`src/rtl/rxq_pkg.sv`:
```
package rxq_pkg;
  localparam int unsigned DEF_NUM_BUFS  = 5;
  localparam int unsigned DEF_MSG_BYTES = 15;
  localparam int unsigned DEF_DATA_W    = 8;

  typedef enum logic [1:0] {
    Q_HOLD = 2'b00,
    Q_PUSH = 2'b01,
    Q_POP  = 2'b10,
    Q_SWAP = 2'b11
  } q_op_e;
endpackage

```
`src/rtl/rxq_ctrl.sv`:
```
module rxq_ctrl
  import rxq_pkg::*;
#(
  parameter int unsigned NUM_BUFS  = DEF_NUM_BUFS,
  parameter int unsigned MSG_BYTES = DEF_MSG_BYTES,
  parameter int unsigned SLOT_W    = $clog2(NUM_BUFS),
  parameter int unsigned IDX_W     = $clog2(MSG_BYTES + 1)
) (
  input  logic              clk_i,
  input  logic              rst_ni,
  input  logic              we_i,
  input  logic              commit_i,
  input  logic              abort_i,
  input  logic              release_i,
  output logic [SLOT_W-1:0] wr_slot_o,
  output logic [IDX_W-1:0]  byte_idx_o,
  output logic              byte_en_o,
  output logic [SLOT_W-1:0] rd_slot_o,
  output logic              full_o,
  output logic              overrun_o
);
  localparam int unsigned CAP   = NUM_BUFS - 1;
  localparam int unsigned CNT_W = $clog2(NUM_BUFS + 1);

  function automatic logic [SLOT_W-1:0] bump(input logic [SLOT_W-1:0] p);
    return (p == SLOT_W'(NUM_BUFS - 1)) ? '0 : p + 1'b1;
  endfunction

  logic [CNT_W-1:0] cnt_q;
  logic             do_rel, do_commit, do_push, do_drop;
  q_op_e            op;

  assign do_rel    = release_i && (cnt_q != '0);
  assign do_commit = commit_i && !abort_i;
  // a release in the same cycle frees a slot, so the commit still fits
  assign do_push   = do_commit && ((cnt_q < CNT_W'(CAP)) || do_rel);
  assign do_drop   = do_commit && !do_push;
  assign op        = q_op_e'({do_rel, do_push});
  assign byte_en_o = we_i && (byte_idx_o < IDX_W'(MSG_BYTES));
  assign full_o    = (cnt_q != '0);

  always_ff @(posedge clk_i or negedge rst_ni) begin
    if (!rst_ni) begin
      cnt_q      <= '0;
      wr_slot_o  <= '0;
      rd_slot_o  <= '0;
      byte_idx_o <= '0;
      overrun_o  <= 1'b0;
    end else begin
      if (commit_i || abort_i) byte_idx_o <= '0;
      else if (byte_en_o)      byte_idx_o <= byte_idx_o + 1'b1;
      if (do_push) wr_slot_o <= bump(wr_slot_o);
      if (do_rel)  rd_slot_o <= bump(rd_slot_o);
      unique case (op)
        Q_PUSH:  cnt_q <= cnt_q + 1'b1;
        Q_POP:   cnt_q <= cnt_q - 1'b1;
        default: cnt_q <= cnt_q;
      endcase
      if (do_drop) overrun_o <= 1'b1;
    end
  end

  AST_CNT_BOUND: assert property (@(posedge clk_i) disable iff (!rst_ni)
    cnt_q <= CNT_W'(CAP));
  AST_DROP_HOLDS: assert property (@(posedge clk_i) disable iff (!rst_ni)
    (commit_i && !abort_i && !release_i && cnt_q == CNT_W'(CAP))
      |=> ($stable(cnt_q) && $stable(wr_slot_o) && overrun_o));
  AST_OVR_STICKY: assert property (@(posedge clk_i) disable iff (!rst_ni)
    overrun_o |=> overrun_o);
  AST_ABORT_DISCARD: assert property (@(posedge clk_i) disable iff (!rst_ni)
    abort_i |=> (byte_idx_o == '0 && $stable(wr_slot_o) && $stable(cnt_q)));
  AST_SWAP_COUNT: assert property (@(posedge clk_i) disable iff (!rst_ni)
    (commit_i && !abort_i && release_i && full_o) |=> $stable(cnt_q));
  AST_IDX_SAT: assert property (@(posedge clk_i) disable iff (!rst_ni)
    byte_idx_o <= IDX_W'(MSG_BYTES));
  AST_REL_EMPTY: assert property (@(posedge clk_i) disable iff (!rst_ni)
    (release_i && !full_o) |=> $stable(rd_slot_o));
endmodule

```
`src/rtl/rxq_bank.sv`:
```
module rxq_bank
  import rxq_pkg::*;
#(
  parameter int unsigned NUM_BUFS  = DEF_NUM_BUFS,
  parameter int unsigned MSG_BYTES = DEF_MSG_BYTES,
  parameter int unsigned DATA_W    = DEF_DATA_W,
  parameter int unsigned SLOT_W    = $clog2(NUM_BUFS),
  parameter int unsigned IDX_W     = $clog2(MSG_BYTES + 1),
  parameter int unsigned ADDR_W    = $clog2(MSG_BYTES)
) (
  input  logic              clk_i,
  input  logic              we_i,
  input  logic [SLOT_W-1:0] wr_slot_i,
  input  logic [IDX_W-1:0]  wr_idx_i,
  input  logic [DATA_W-1:0] wdata_i,
  input  logic              rd_en_i,
  input  logic [SLOT_W-1:0] rd_slot_i,
  input  logic [ADDR_W-1:0] rd_addr_i,
  output logic [DATA_W-1:0] rdata_o
);
  logic [DATA_W-1:0] slot_rd [NUM_BUFS];
  logic              addr_ok;

  assign addr_ok = (32'(rd_addr_i) < MSG_BYTES);

  for (genvar s = 0; s < NUM_BUFS; s++) begin : g_slot
    logic [DATA_W-1:0] cells [MSG_BYTES];
    always_ff @(posedge clk_i) begin
      if (we_i && wr_slot_i == SLOT_W'(s))
        cells[wr_idx_i[ADDR_W-1:0]] <= wdata_i;
    end
    assign slot_rd[s] = addr_ok ? cells[rd_addr_i] : '0;
  end

  assign rdata_o = (rd_en_i && addr_ok) ? slot_rd[rd_slot_i] : '0;
endmodule

```
`src/rtl/rx_msg_queue.sv`:
```
module rx_msg_queue
  import rxq_pkg::*;
#(
  parameter int unsigned NUM_BUFS  = DEF_NUM_BUFS,
  parameter int unsigned MSG_BYTES = DEF_MSG_BYTES,
  parameter int unsigned DATA_W    = DEF_DATA_W
) (
  input  logic                         clk_i,
  input  logic                         rst_ni,
  input  logic                         rx_we_i,
  input  logic [DATA_W-1:0]            rx_wdata_i,
  input  logic                         rx_commit_i,
  input  logic                         rx_abort_i,
  input  logic [$clog2(MSG_BYTES)-1:0] host_addr_i,
  output logic [DATA_W-1:0]            host_rdata_o,
  input  logic                         host_clr_i,
  output logic                         rx_full_o,
  output logic                         overrun_o
);
  localparam int unsigned SLOT_W = $clog2(NUM_BUFS);
  localparam int unsigned IDX_W  = $clog2(MSG_BYTES + 1);
  localparam int unsigned ADDR_W = $clog2(MSG_BYTES);

  logic [SLOT_W-1:0] wr_slot, rd_slot;
  logic [IDX_W-1:0]  byte_idx;
  logic              byte_en;

  rxq_ctrl #(
    .NUM_BUFS(NUM_BUFS), .MSG_BYTES(MSG_BYTES), .SLOT_W(SLOT_W), .IDX_W(IDX_W)
  ) u_ctrl (
    .clk_i     (clk_i),
    .rst_ni    (rst_ni),
    .we_i      (rx_we_i),
    .commit_i  (rx_commit_i),
    .abort_i   (rx_abort_i),
    .release_i (host_clr_i),
    .wr_slot_o (wr_slot),
    .byte_idx_o(byte_idx),
    .byte_en_o (byte_en),
    .rd_slot_o (rd_slot),
    .full_o    (rx_full_o),
    .overrun_o (overrun_o)
  );

  rxq_bank #(
    .NUM_BUFS(NUM_BUFS), .MSG_BYTES(MSG_BYTES), .DATA_W(DATA_W),
    .SLOT_W(SLOT_W), .IDX_W(IDX_W), .ADDR_W(ADDR_W)
  ) u_bank (
    .clk_i    (clk_i),
    .we_i     (byte_en),
    .wr_slot_i(wr_slot),
    .wr_idx_i (byte_idx),
    .wdata_i  (rx_wdata_i),
    .rd_en_i  (rx_full_o),
    .rd_slot_i(rd_slot),
    .rd_addr_i(host_addr_i),
    .rdata_o  (host_rdata_o)
  );

  AST_FILL_NOT_HOST: assert property (@(posedge clk_i) disable iff (!rst_ni)
    (byte_en && rx_full_o) |-> (wr_slot != rd_slot));
  AST_EMPTY_READS_ZERO: assert property (@(posedge clk_i) disable iff (!rst_ni)
    !rx_full_o |-> (host_rdata_o == '0));
  AST_FILL_HOLDS_HOST: assert property (@(posedge clk_i) disable iff (!rst_ni)
    (rx_we_i && !rx_commit_i && !rx_abort_i && !host_clr_i) |=> $stable(rd_slot));
endmodule

```
`config.mk`:
```
export PLATFORM = sky130hd
export DESIGN_NAME = rx_msg_queue
export DESIGN_NICKNAME = d
export VERILOG_FILES = /design/src/rtl/rxq_pkg.sv /design/src/rtl/rxq_ctrl.sv /design/src/rtl/rxq_bank.sv /design/src/rtl/rx_msg_queue.sv
export SDC_FILE = /design/constraint.sdc
export NUM_CORES = 1
export LEC_CHECK = 0
export CORE_MARGIN = 2
export CORE_UTILIZATION = 50
export DETAILED_ROUTE_END_ITERATION = 8
export DONT_BUFFER_PORTS = 1
export HOLD_SLACK_MARGIN = 0.15
export PLACE_DENSITY = 0.67
export REMOVE_ABC_BUFFERS = 1
export SYNTH_ARGS = -nofsm -noshare
export SYNTH_HDL_FRONTEND = slang
export SYNTH_SLANG_ARGS = --single-unit
```
`constraint.sdc`:
```
create_clock -name clk_i -period 2.7 [get_ports clk_i]
set_input_delay 0.135 -clock clk_i [delete_from_list [all_inputs] [get_ports clk_i]]
set_output_delay 0.135 -clock clk_i [all_outputs]
set_load 0.02 [all_outputs]
```
==> reports/metrics.json, run 1 <==
{
  "status": {
    "outcome": "finished with violations",
    "failed_checks": "setup timing"
  },
  "yosys": {
    "ys_top_cells_by_area": "sky130_fd_sc_hd__edfxtp_1 74%, sky130_fd_sc_hd__mux4_2 10%, sky130_fd_sc_hd__mux2i_1 2.7%",
    "synthesis.area_um2": 24460,
    "synthArstFlopShare": 0.02280,
    "syn_area_per_cell_um2": 18.92,
    "yosys_top_cell_area_share": 0.7365,
    "post_synth_inst_count": 1293,
    "biggest_area_consumer_among_synthesized_cells": "sky130_fd_sc_hd__edfxtp_1",
    "count_of_flip_flops_with_a_built_in_enable_after_synthesis": 600,
    "ys.warnings.count": 0,
    "seq_area_frac_synth": 0.7508,
    "ys_dominant_reg_cell": "sky130_fd_sc_hd__edfxtp_1",
    "synth.lib_cells_used.distinct": 56,
    "synth.ff_latch_count": 614
  },
  "critical_path": {
    "r2r-start": "u_ctrl.byte_idx_o[0]",
    "critical_path_peak_fanout": 1,
    "regToRegEndpoint": "u_bank.g_slot[0].cells[0][3]",
    "cp_cell_sequence": "mux4_2 > mux4_2 > o21ai_2 > o211ai_1 > buf_4",
    "setup.worst_path.start_class": "flop",
    "setup.reg_to_reg.worst_slack_ns": 0.29,
    "timing.reg2reg.worst_path_depth": 6,
    "critical_path.max_stage_delay_ns": 0.53,
    "timing.setup.critical_path_class": "reg2out",
    "worstSetupEndpointType": "output pin",
    "timing.critical_path.slowest_stage_cell": "sky130_fd_sc_hd__mux4_2",
    "crit_top_cell": "sky130_fd_sc_hd__mux4_2",
    "critPathRequiredTime_ns": 2.57,
    "arrival_time_of_the_worst_setup_path_ns": 2.66
  },
  "placement": {
    "placed_cell_area_um2": 25570,
    "detailed_place_hpwl_mm": 34.08,
    "placedCellCount": 1948,
    "placer_s_final_routability_congestion_estimate": 0.9155,
    "io_buffers": 0
  },
  "clock_tree": {
    "cts.reportedPaths.clkPinSlew_ns": 0.06,
    "clkSinkCount": 614,
    "cts_tree": "done",
    "cts_inserted_buffers": 59,
    "clock_path_buffers": 3,
    "cts_setup_buffers": 0,
    "cts-htree-levels": 2,
    "clk_latency_ns": 0.62,
    "cts_root_buffer": "sky130_fd_sc_hd__clkbuf_16"
  },
  "finish": {
    "final_cell_area_um2": 28100,
    "area_delta_synth_final_pct": 14.87,
    "regArea_um2": 18370,
    "multi_input_area_um2": 5823,
    "fin_nets": 1441,
    "drive_gt1_frac": 0.2435,
    "filler_cell_count": 3602,
    "final-instance-count-excl-fill": 2081
  },
  "worst_hold_path": {
    "worstHoldEndpoint": "u_ctrl.byte_idx_o[2]",
    "holdCritPathClass": "in2reg",
    "worst_hold_path.num_cells": 2,
    "hold_path.startpoint": "rx_commit_i"
  },
  "sta": {
    "tightest_slew_ns": 0.7510,
    "final.setup_skew_ns": 0.01255,
    "finalSetupViolations": 3,
    "period_needed_ns": 2.795,
    "slew_headroom": 0.4977,
    "finalCritPeriodShare": 1.035,
    "unrepaired_setup_endpoints_after_global_routing": "true",
    "max_clock_freq_mhz": 357.7,
    "final.setup.tns_ns": -0.1801,
    "final-hold-violation-count": 0,
    "finalMaxSlewViolations": 0,
    "setup_slack_ns": -0.09549
  },
  "power_and_ir_drop": {
    "p_leak_nw": 9.215,
    "worst_vdd_rail_ir_drop_mv": 0.5212,
    "netSwitchingPower_w": 0.005148,
    "power.switching_fraction": 0.2397,
    "power.internal_w": 0.01633,
    "power_density_nw_per_um2": 764.2,
    "pwr-share-clk": 0.385,
    "comb_power_share": 0.114,
    "fin_total_pwr_w": 0.02148,
    "proportion_of_power_drawn_by_flip_flops_and_latches": 0.500
  },
  "detailed_routing": {
    "via_per_inst": 6.135,
    "drtIter0Drc": 1642,
    "detailroute.via_count": 12770,
    "routed_wl_mm": 57.89,
    "ant_nets": 0,
    "routedWlPerCell_um": 27.82,
    "final_routed_drc_violation_total": 0,
    "detail_route.first_pass.iterations": 5
  },
  "grt": {
    "initial_antenna_violation_count": 1,
    "global_route.usage.total": 0.2351,
    "grt_pass1_vias": 12900,
    "grt_max_degree": 173,
    "total_overflow_reported_by_the_global_router": 0,
    "grt_pass1_wl_mm": 85.66
  },
  "floorplan": {
    "die_width_um": 225.2,
    "die_height_um": 225.2,
    "fp.coreArea_um2": 48650,
    "die_outline_area_um2": 50710,
    "std_cell_rows": 81,
    "start_util": 0.5029,
    "io-pin-count": 28
  },
  "run": {
    "maxCapViolations": 0
  }
}
-- synthesized netlist by cell type, types with 8 or more instances --
cell type                  instances
sky130_fd_sc_hd__a21oi_1          22
sky130_fd_sc_hd__edfxtp_1        600
sky130_fd_sc_hd__mux4_2          111
sky130_fd_sc_hd__nand2_1          83
sky130_fd_sc_hd__o211ai_1          9
sky130_fd_sc_hd__a31oi_1          11
sky130_fd_sc_hd__nor2b_1           8
sky130_fd_sc_hd__o21ai_0          49
sky130_fd_sc_hd__nor3_1           11
sky130_fd_sc_hd__buf_6            12
sky130_fd_sc_hd__mux4_1            9
sky130_fd_sc_hd__o22ai_1          13
sky130_fd_sc_hd__nand3_1          18
sky130_fd_sc_hd__a22oi_1           8
sky130_fd_sc_hd__buf_2            18
sky130_fd_sc_hd__mux2i_1          65
sky130_fd_sc_hd__inv_1            15
sky130_fd_sc_hd__dfrtp_1          14
sky130_fd_sc_hd__nor2_1           98
sky130_fd_sc_hd__clkbuf_1         22
sky130_fd_sc_hd__ha_1             12
-- flip-flops by register name, indices dropped and copies added (netlist names) --
signal	flops
u_ctrl.byte_idx_o	4
u_ctrl.wr_slot_o	3
u_ctrl.overrun_o	1
u_ctrl.cnt_q	3
u_bank.g_slot.cells	600
u_ctrl.rd_slot_o	3
-- cell families after synthesis --
group | after synthesis | share of synthesized area
DFF | 614 | 0.7508
muxes | 191 | 0.1412
and+or+nand+nor | 241 | 0.04194
adders and majority gates | 13 | 0.006956
AOI/OAI and AO/OA | 146 | 0.03724
buffers and inverters | 83 | 0.02005
xor gates and xnor gates | 5 | 0.001790
-- placed cells by master, fill, tap and decap left out, types with 14 or more instances in the layout --
master | synthesis | routed
sky130_fd_sc_hd__inv_1 | 15 | 15
sky130_fd_sc_hd__nor2_1 | 98 | 95
sky130_fd_sc_hd__dfrtp_1 | 14 | 14
sky130_fd_sc_hd__o21ai_0 | 49 | 47
sky130_fd_sc_hd__mux2i_1 | 65 | 63
sky130_fd_sc_hd__a21oi_1 | 22 | 21
sky130_fd_sc_hd__edfxtp_1 | 600 | 600
sky130_fd_sc_hd__dlygate4sd3_1 | 0 | 16
sky130_fd_sc_hd__nand3_1 | 18 | 14
sky130_fd_sc_hd__clkbuf_16 | 0 | 59
sky130_fd_sc_hd__buf_4 | 3 | 95
sky130_fd_sc_hd__nand2_1 | 83 | 83
sky130_fd_sc_hd__mux4_2 | 111 | 114
-- critical path, delay by kind of cell (launching register included) --
family / cells / cell delay (ns)
buffers and inverters: 1 / 0.24
flip-flops: 1 / 0.38
AO/OA/AOI/OAI: 2 / 0.38
multiplexers: 2 / 1.04
-- worst max-delay path by stage --
stage | end | startpoint | slack, ns
2_1_floorplan | u_bank.g_slot[2].cells[11][0] | u_ctrl.byte_idx_o[0] | 0.40
3_3_place_gp | host_rdata_o[3] | u_bank.g_slot[4].cells[12][3] | 0.13
3_5_place_dp | host_rdata_o[3] | u_bank.g_slot[4].cells[12][3] | 0.1
4_1_cts | host_rdata_o[3] | u_bank.g_slot[1].cells[11][3] | -0.08
5_1_grt | host_rdata_o[6] | u_bank.g_slot[1].cells[4][6] | -0.13
6_report | host_rdata_o[6] | u_bank.g_slot[4].cells[4][6] | -0.1
-- stage by stage --
| stage | util | setup WS [ns] | hold WS, ns |
|---|---|---|---|
| 3_5_place_dp | 0.5256 | 0.09980 | -0.1591 |
| 4_1_cts | 0.5765 | -0.08180 | 0.2822 |
| 3_3_place_gp | 0.5256 | 0.1344 | -0.1592 |
| 2_1_floorplan | - | 0.3957 | -0.1606 |
| 5_1_grt | 0.5777 | -0.1263 | 0.3231 |
| 6_report | 0.5777 | -0.09549 | 0.3262 |
-- what timing repair did --
item	CTS	global route
endpoints found under the setup margin	8	8
gates resized for setup	42	11
gates cloned	0	0
hold buffers	24	0
hold endpoints to repair	627	0
pin swaps	11	6
-- power groups by stage --
stage,logic [W],registers [W],clock network (W)
after detailed placement,0.00199,0.0109,0
after CTS,0.00238,0.0107,0.00840
after global routing,0.00258,0.0108,0.00874
after global placement,0.00197,0.0109,0
final,0.00245,0.0107,0.00828
after floorplan,0.00117,0.0109,0
-- metal layers --
layer  wire length (µm)  vias up  track usage
li1                   -     5445            -
met1              23250     6563       0.3316
met2              27300      617       0.3650
met3               5013      142      0.04641
met4               2330        0      0.09421
met5                  0        -            0
-- area by class of cell --
cell class                 instances  share of cell area
clock buffer                      72             0.05427
multi-input combinational        596              0.2072
inverter                          17            0.002271
antenna                            1          0.00008905
timing repair buffer             122             0.04043
tap                              622             0.02769
sequential                       614              0.6536
clock inverter                    37             0.01443
(Power assumes the default switching activity.)
==> run 2: changes to the inputs <==
- CORE_ASPECT_RATIO: unset -> 0.7
- PLACE_DENSITY: 0.67 -> 0.61
==> run 2 against run 1 <==
The flow now finishes without violations; total power shrank 2.6%; sequential share of layout area grew 0.50 points; sequential power is essentially flat; global-route usage is 0.22 points lower; combinational power decreased by 9.8%; setup slack better by 0.11 ns; flip-flop and latch count is the same; critical path type unchanged; critical endpoint unchanged; largest power group unchanged.
==> reports/metrics.json, run 2 (synthesized netlist as in run 1, its figures left out) <==
{
  "floorplan": {
    "start_util": {"value": 0.5084, "change": "+0.005518"},
    "fp.coreArea": {"value": 48120, "unit": "µm²", "change": "-1.1%"},
    "die_height": {"value": 189.1, "unit": "µm", "change": "-16%"},
    "std_cell_rows": {"value": 67, "change": "-17%"},
    "die_outline_area": {"value": 50740, "unit": "µm²", "change": "about the same"},
    "die_width": {"value": 268.4, "unit": "µm", "change": "+19%"},
    "io-pin-count": {"value": 28, "change": "unchanged"}
  },
  "detailed_routing": {
    "detailroute.via_count": {"value": 12640, "change": "-0.97%"},
    "met3_length": {"value": 5.409, "unit": "mm", "change": "+7.9%"},
    "routed.top_layer": "met4",
    "drtIter0Drc": {"value": 1658, "change": "+0.97%"},
    "drt-met1-wl": {"value": 25.70, "unit": "mm", "change": "+11%"},
    "ant_nets": {"value": 0, "change": "unchanged"},
    "metal2_wl": {"value": 25.83, "unit": "mm", "change": "-5.4%"},
    "detail_route.first_pass.iterations": {"value": 6, "change": "+1"},
    "routedWlPerCell": {"value": 27.66, "unit": "µm", "change": "-0.57%"},
    "via_per_inst": {"value": 6.003, "change": "-2.1%"},
    "final_routed_drc_violation_total": {"value": 0, "change": "unchanged"},
    "routed_wl": {"value": 58.25, "unit": "mm", "change": "+0.62%"}
  },
  "critical_path": {
    "critical_path_peak_fanout": {"value": 1, "change": "unchanged"},
    "timing.critical_path.slowest_stage_cell": "sky130_fd_sc_hd__mux4_2",
    "critical_path.max_stage_delay": {"value": 0.59, "unit": "ns", "change": "+0.06 ns"},
    "setup.worst_path.start_class": "flop",
    "timing.setup.critical_path_class": "reg2out",
    "timing.critical_path.max_delay_family": "multiplexers",
    "critPathRequiredTime": {"value": 2.57, "unit": "ns", "change": "about the same"},
    "timing.reg2reg.worst_path_depth": {"value": 6, "change": "unchanged"},
    "worstSetupEndpointType": "output pin",
    "regToRegEndpoint": "u_bank.g_slot[3].cells[8][0]",
    "crit_top_cell": "sky130_fd_sc_hd__mux4_2",
    "arrival_time_of_the_worst_setup_path": {"value": 2.55, "unit": "ns", "change": "-0.11 ns"},
    "path_buf_inv": {"value": 0, "change": "-1"},
    "cp_cell_sequence": "mux4_2 > mux4_2 > o21ai_2 > o211ai_1",
    "setup.reg_to_reg.worst_slack": {"value": 0.41, "unit": "ns", "change": "+0.12 ns"},
    "r2r-start": "u_ctrl.byte_idx_o[0]"
  },
  "finish": {
    "mostFrequentLayoutCell": "sky130_fd_sc_hd__edfxtp_1",
    "drive_gt1_frac": {"value": 0.2283, "change": "-0.01521"},
    "fin_nets": {"value": 1434, "change": "-0.49%"},
    "largest_register_ff_count": {"value": 600, "change": "unchanged"},
    "area_delta_synth_final_pct": 14.02,
    "layout_common_cells": "600 x sky130_fd_sc_hd__edfxtp_1, 114 x sky130_fd_sc_hd__mux4_2, 96 x sky130_fd_sc_hd__nor2_1"
  },
  "clock_tree": {
    "clk_latency": {"value": 0.59, "unit": "ns", "change": "-0.03 ns"},
    "clkSinkCount": {"value": 614, "change": "unchanged"},
    "cts_root_buffer": "sky130_fd_sc_hd__clkbuf_16",
    "cts_tree": "done",
    "cts_inserted_buffers": {"value": 55, "change": "-6.8%"},
    "cts.reportedPaths.clkPinSlew": {"value": 0.06, "unit": "ns", "change": "about the same"},
    "cts_setup_buffers": {"value": 0, "change": "unchanged"},
    "cts-htree-levels": {"value": 2, "change": "unchanged"},
    "clock_path_buffers": {"value": 3, "change": "unchanged"}
  },
  "grt": {
    "total_overflow_reported_by_the_global_router": {"value": 0, "change": "unchanged"},
    "grt_pass1_vias": {"value": 12260, "change": "-4.9%"},
    "global_route.usage.total": {"value": 0.2330, "change": "-0.002200"},
    "grt_max_degree": {"value": 173, "change": "unchanged"},
    "grt_pass1_wl": {"value": 84.67, "unit": "mm", "change": "-1.2%"},
    "initial_antenna_violation_count": {"value": 1, "change": "unchanged"}
  },
  "power_and_ir_drop": {
    "worst_vdd_rail_ir_drop": {"value": 0.4774, "unit": "mV", "change": "-8.4%"},
    "power_density": {"value": 750.2, "unit": "nW/µm²", "change": "-1.8%"},
    "p_leak": {"value": 9.113, "unit": "nW", "change": "-1.1%"}
  },
  "sta": {
    "period_needed": {"value": 2.681, "unit": "ns", "change": "-0.1140 ns"},
    "unrepaired_setup_endpoints_after_global_routing": "true",
    "final-hold-violation-count": {"value": 0, "change": "unchanged"},
    "finalMaxSlewViolations": {"value": 0, "change": "unchanged"},
    "slew_headroom": {"value": 0.4865, "change": "-0.01113"},
    "holdWs": {"value": 0.3814, "unit": "ns", "change": "+0.05521 ns"},
    "finalCritPeriodShare": {"value": 0.9931, "change": "-0.04222"},
    "final.setup_skew": {"value": 0.009203, "unit": "ns", "change": "-0.003343 ns"},
    "setup_slack": {"value": 0.01850, "unit": "ns", "change": "+0.1140 ns"},
    "tightest_slew": {"value": 0.7508, "unit": "ns", "change": "-0.0002359 ns"},
    "finalSetupViolations": {"value": 0, "change": "-3"},
    "max_clock_freq": {"value": 372.9, "unit": "MHz", "change": "+4.3%"}
  },
  "placement": {
    "detailed_place_hpwl": {"value": 34.14, "unit": "mm", "change": "+0.18%"},
    "detailedPlace.worstSlack": {"value": 0.3705, "unit": "ns", "change": "+0.2707 ns"},
    "io_buffers": {"value": 0, "change": "unchanged"},
    "placer_s_final_routability_congestion_estimate": {"value": 0.9444, "change": "+3.2%"}
  },
  "worst_hold_path": {
    "holdCritPathClass": "in2reg",
    "hold_path.startpoint": "rx_commit_i",
    "worstHoldEndpoint": "u_ctrl.byte_idx_o[0]",
    "worst_hold_path.num_cells": {"value": 2, "change": "unchanged"}
  },
  "run": {
    "maxCapViolations": {"value": 0, "change": "unchanged"}
  },
  "status": {
    "outcome": "complete, no violations"
  }
}
run 2: changes by cell type in the layout (fill, tap and decap cells not counted), moves of 3 or more:
cell                         change
sky130_fd_sc_hd__clkinv_1        +3
sky130_fd_sc_hd__clkinvlp_4      -3
sky130_fd_sc_hd__clkinv_2        -3
sky130_fd_sc_hd__nor3_1          +3
sky130_fd_sc_hd__clkbuf_8        +3
sky130_fd_sc_hd__o21ai_2         -3
run 2: stage by stage:
step / area, µm² / cells / total power, W / TNS, ns / utilization
3_5_place_dp: 25580 / 1977 / 0.01285 / 0 / 0.5316
4_1_cts: 27840 / 2105 / 0.02096 / -0.06114 / 0.5786
6_report: 27890 / 2106 / 0.02093 / 0 / 0.5797
5_1_grt: 27890 / 2105 / 0.02155 / -0.1002 / 0.5796
3_3_place_gp: 25580 / 1977 / 0.01282 / 0 / 0.5316
2_1_floorplan: 24040 / 1227 / 0.01211 / 0 / -
run 2: power by group:
group	leakage (nW)	switching, W	internal (W)
Sequential	5.57	0.000155	0.0106
Combinational	2.65	0.00140	0.000802
Clock	0.892	0.00340	0.00453
run 2: final cells by class:
type                       instances  area, µm²
antenna                            1      2.502
multi-input combinational        596       5702
tap                              655      819.5
clock buffer                      73       1516
sequential                       614      18370
inverter                          17      63.81
clock inverter                    31      310.3
fill                            3631      20220
timing repair buffer             119       1110
run 2: repair_timing:
action                                  in CTS  in global routing
pin swaps                                    5                  7
hold buffers                                24                  0
endpoints found under the setup margin       7                  7
hold endpoints to repair                   627                  0
resized for setup                           13                 16
gates cloned                                 0                  0
run 2: worst max path at each step:
stage	cells past startpoint	start	end	slack [ns]
2_1_floorplan	5	u_ctrl.byte_idx_o[0]	u_bank.g_slot[2].cells[11][0]	0.40
3_3_place_gp	7	u_ctrl.cnt_q[1]	u_ctrl.cnt_q[1]	0.45
3_5_place_dp	7	u_ctrl.cnt_q[0]	host_rdata_o[3]	0.37
4_1_cts	4	u_bank.g_slot[4].cells[0][6]	host_rdata_o[6]	-0.03
5_1_grt	7	u_bank.g_slot[4].cells[13][3]	host_rdata_o[3]	-0.06
6_report	4	u_bank.g_slot[4].cells[0][6]	host_rdata_o[6]	0.02
run 2: routing by layer:
layer | track usage | up-vias
li1 | - | 5449
met1 | 0.3593 | 6566
met2 | 0.3386 | 540
met3 | 0.05371 | 88
met4 | 0.05791 | 0
met5 | 0 | -
==> run 3: changes to the inputs <==
- CAP_MARGIN: unset -> 40
- CORE_UTILIZATION: 50 -> 30
- CTS_CLUSTER_SIZE: unset -> 14
- PLACE_DENSITY: 0.61 -> 0.4
==> run 3 against run 2 <==
The run now ends with setup timing left; clock skew rose by 0.014 ns; flip-flop and latch count did not move; die area rose by 65%; final cell count rose by 21%; hold slack got worse by 0.052 ns; combinational power rose by 34%; count of clock-buffer cells in the layout rose by 2; setup slack got worse by 0.33 ns; non-clock buffer count rose by 25; critical path type unchanged; highest routed layer is now met5.
==> reports/metrics.json, run 3 (synthesized netlist as in run 1, its figures left out) <==
{
  "worst_hold_path": {
    "holdCritPathClass": "in2reg",
    "hold_path.startpoint": "rx_commit_i",
    "worstHoldEndpoint": "u_ctrl.byte_idx_o[0]",
    "worst_hold_path.num_cells": {"value": 2, "change": "unchanged"}
  },
  "detailed_routing": {
    "routed_wl": {"value": 69.03, "unit": "mm", "change": "+19%"},
    "detailroute.via_count": {"value": 12670, "change": "+0.19%"},
    "final_routed_drc_violation_total": {"value": 0, "change": "unchanged"},
    "detail_route.first_pass.iterations": {"value": 5, "change": "-1"},
    "ant_nets": {"value": 0, "change": "unchanged"},
    "drtIter0Drc": {"value": 1033, "change": "-38%"},
    "routedWlPerCell": {"value": 27.04, "unit": "µm", "change": "-2.2%"},
    "via_per_inst": {"value": 4.962, "change": "-17%"}
  },
  "status": {
    "outcome": "finished with violations",
    "failed_checks": "setup timing"
  },
  "sta": {
    "setup_slack": {"value": -0.3159, "unit": "ns", "change": "-0.3344 ns"},
    "tightest_slew": {"value": 0.8075, "unit": "ns", "change": "+0.05668 ns"},
    "finalCritPeriodShare": {"value": 1.117, "change": "+0.1238"},
    "final.setup_skew": {"value": 0.02334, "unit": "ns", "change": "+0.01414 ns"},
    "holdWs": {"value": 0.3299, "unit": "ns", "change": "-0.05154 ns"},
    "period_needed": {"value": 3.016, "unit": "ns", "change": "+0.3344 ns"},
    "finalMaxSlewViolations": {"value": 0, "change": "unchanged"},
    "unrepaired_setup_endpoints_after_global_routing": "true",
    "final-hold-violation-count": {"value": 0, "change": "unchanged"},
    "max_clock_freq": {"value": 331.6, "unit": "MHz", "change": "-11%"},
    "slew_headroom": {"value": 0.4599, "change": "-0.02662"},
    "finalSetupViolations": {"value": 6, "change": "+6"}
  },
  "grt": {
    "total_overflow_reported_by_the_global_router": {"value": 0, "change": "unchanged"},
    "grt_pass1_wl": {"value": 99.17, "unit": "mm", "change": "+17%"},
    "grt_pass1_vias": {"value": 13010, "change": "+6.1%"},
    "global_route.usage.total": {"value": 0.1655, "change": "-0.06750"},
    "initial_antenna_violation_count": {"value": 4, "change": "+3"},
    "grt_max_degree": {"value": 173, "change": "unchanged"}
  },
  "finish": {
    "layout_common_cells": "600 x sky130_fd_sc_hd__edfxtp_1, 114 x sky130_fd_sc_hd__mux4_2, 112 x sky130_fd_sc_hd__buf_4",
    "drive_gt1_frac": {"value": 0.2608, "change": "+0.03251"},
    "mostFrequentLayoutCell": "sky130_fd_sc_hd__edfxtp_1",
    "largest_register_ff_count": {"value": 600, "change": "unchanged"},
    "final_cell_area": {"value": 29030, "unit": "µm²", "change": "+4.1%"},
    "area_delta_synth_final_pct": 18.65,
    "fin_nets": {"value": 1464, "change": "+2.1%"}
  },
  "placement": {
    "placed_cell_area": {"value": 26300, "unit": "µm²", "change": "+2.8%"},
    "detailed_place_hpwl": {"value": 41.17, "unit": "mm", "change": "+21%"},
    "io_buffers": {"value": 0, "change": "unchanged"},
    "placer_s_final_routability_congestion_estimate": {"value": 0.8259, "change": "-13%"}
  },
  "critical_path": {
    "setup.reg_to_reg.worst_slack": {"value": 0.33, "unit": "ns", "change": "-0.08 ns"},
    "worstSetupEndpointType": "output pin",
    "critical_path_peak_fanout": {"value": 1, "change": "unchanged"},
    "regToRegEndpoint": "u_bank.g_slot[3].cells[2][0]",
    "setup.worst_path.start_class": "flop",
    "r2r-start": "u_ctrl.byte_idx_o[0]",
    "critPathRequiredTime": {"value": 2.57, "unit": "ns", "change": "about the same"},
    "timing.reg2reg.worst_path_depth": {"value": 6, "change": "unchanged"},
    "arrival_time_of_the_worst_setup_path": {"value": 2.88, "unit": "ns", "change": "+0.33 ns"},
    "timing.setup.critical_path_class": "reg2out"
  },
  "run": {
    "maxCapViolations": {"value": 0, "change": "unchanged"}
  },
  "clock_tree": {
    "clkSinkCount": {"value": 614, "change": "unchanged"},
    "cts_root_buffer": "sky130_fd_sc_hd__clkbuf_16",
    "cts_inserted_buffers": {"value": 60, "change": "+9.1%"},
    "cts-htree-levels": {"value": 2, "change": "unchanged"},
    "cts.reportedPaths.clkPinSlew": {"value": 0.06, "unit": "ns", "change": "about the same"},
    "cts_tree": "done",
    "clk_latency": {"value": 0.67, "unit": "ns", "change": "+0.08 ns"},
    "clock_path_buffers": {"value": 3, "change": "unchanged"}
  },
  "floorplan": {
    "die_width": {"value": 345.3, "unit": "µm", "change": "+29%"},
    "start_util": {"value": 0.3033, "change": "-0.2051"},
    "io-pin-count": {"value": 28, "change": "unchanged"},
    "die_height": {"value": 242.9, "unit": "µm", "change": "+28%"},
    "fp.coreArea": {"value": 80660, "unit": "µm²", "change": "+68%"},
    "std_cell_rows": {"value": 87, "change": "+30%"},
    "die_outline_area": {"value": 83880, "unit": "µm²", "change": "+65%"}
  },
  "power_and_ir_drop": {
    "power_density": {"value": 774.9, "unit": "nW/µm²", "change": "+3.3%"},
    "p_leak": {"value": 9.378, "unit": "nW", "change": "+2.9%"},
    "worst_vdd_rail_ir_drop": {"value": 0.4256, "unit": "mV", "change": "-11%"}
  }
}
## run 3: cell type report
cell class / count / area [µm²]
inverters: 17 / 63.81
well taps: 1068 / 1336
diodes: 1 / 2.502
fillers: 7507 / 51640
clock buffers: 75 / 1558
repair buffers: 144 / 1338
flip-flops and latches: 614 / 18370
clock inverters: 38 / 470.5
multi-input cells: 596 / 5889
## run 3: through the flow
| step | setup WS [ns] | setup TNS, ns | instances | util | total power [W] |
|---|---|---|---|---|---|
| CTS | -0.2852 | -1.636 | 2551 | 0.3584 | 0.02260 |
| detailed placement | -0.1313 | -0.3417 | 2413 | 0.3260 | 0.01333 |
| global route | -0.3071 | -1.593 | 2552 | 0.3598 | 0.02326 |
| floorplan | 0.3957 | 0 | 1227 | - | 0.01211 |
| finish | -0.3159 | -1.175 | 2553 | 0.3598 | 0.02249 |
| global placement | -0.1574 | -0.4286 | 2413 | 0.3260 | 0.01333 |
## run 3: timing repair
| item | 4_1_cts | 5_1_grt |
|---|---|---|
| endpoints found under the hold margin | 628 | 0 |
| pin swaps | 17 | 18 |
| hold buffers | 24 | 0 |
| resized for setup | 49 | 23 |
| setup endpoints to repair | 8 | 8 |
| buffers inserted | 1 | 2 |
## run 3: worst max-delay path, cell delays in order, from the launching register on
cell,delay [ns]
sky130_fd_sc_hd__edfxtp_1,0.36
sky130_fd_sc_hd__mux4_2,0.49
sky130_fd_sc_hd__mux4_2,0.56
sky130_fd_sc_hd__a22oi_2,0.24
sky130_fd_sc_hd__o211ai_1,0.31
sky130_fd_sc_hd__buf_4,0.27
## run 3: metal layers
layer  routed length [µm]  track usage  vias to the layer above
li1                     -            -                     5499
met4                 1014      0.03418                        4
met5                   24            0                        -
met1                35620       0.2625                     6781
met3                 3716      0.02989                       80
met2                28660       0.2338                      303
## run 3: where the power goes
part | leakage, nW | internal, W | total, W | switching, W
Sequential | 5.57 | 0.0106 | 0.0108 | 0.000116
Combinational | 2.82 | 0.00117 | 0.00296 | 0.00179
Clock | 0.987 | 0.00506 | 0.00878 | 0.00372
## run 3: worst max path at each step
stage                                     to  slack, ns  depth (start not counted)                          from
2_1_floorplan  u_bank.g_slot[2].cells[11][0]       0.40                          5          u_ctrl.byte_idx_o[0]
3_3_place_gp                 host_rdata_o[6]      -0.16                          7               u_ctrl.cnt_q[0]
3_5_place_dp                 host_rdata_o[6]      -0.13                          7               u_ctrl.cnt_q[0]
4_1_cts                      host_rdata_o[6]      -0.29                          5  u_bank.g_slot[1].cells[7][6]
5_1_grt                      host_rdata_o[7]      -0.31                          8  u_bank.g_slot[1].cells[7][7]
6_report                     host_rdata_o[6]      -0.32                          5  u_bank.g_slot[1].cells[7][6]
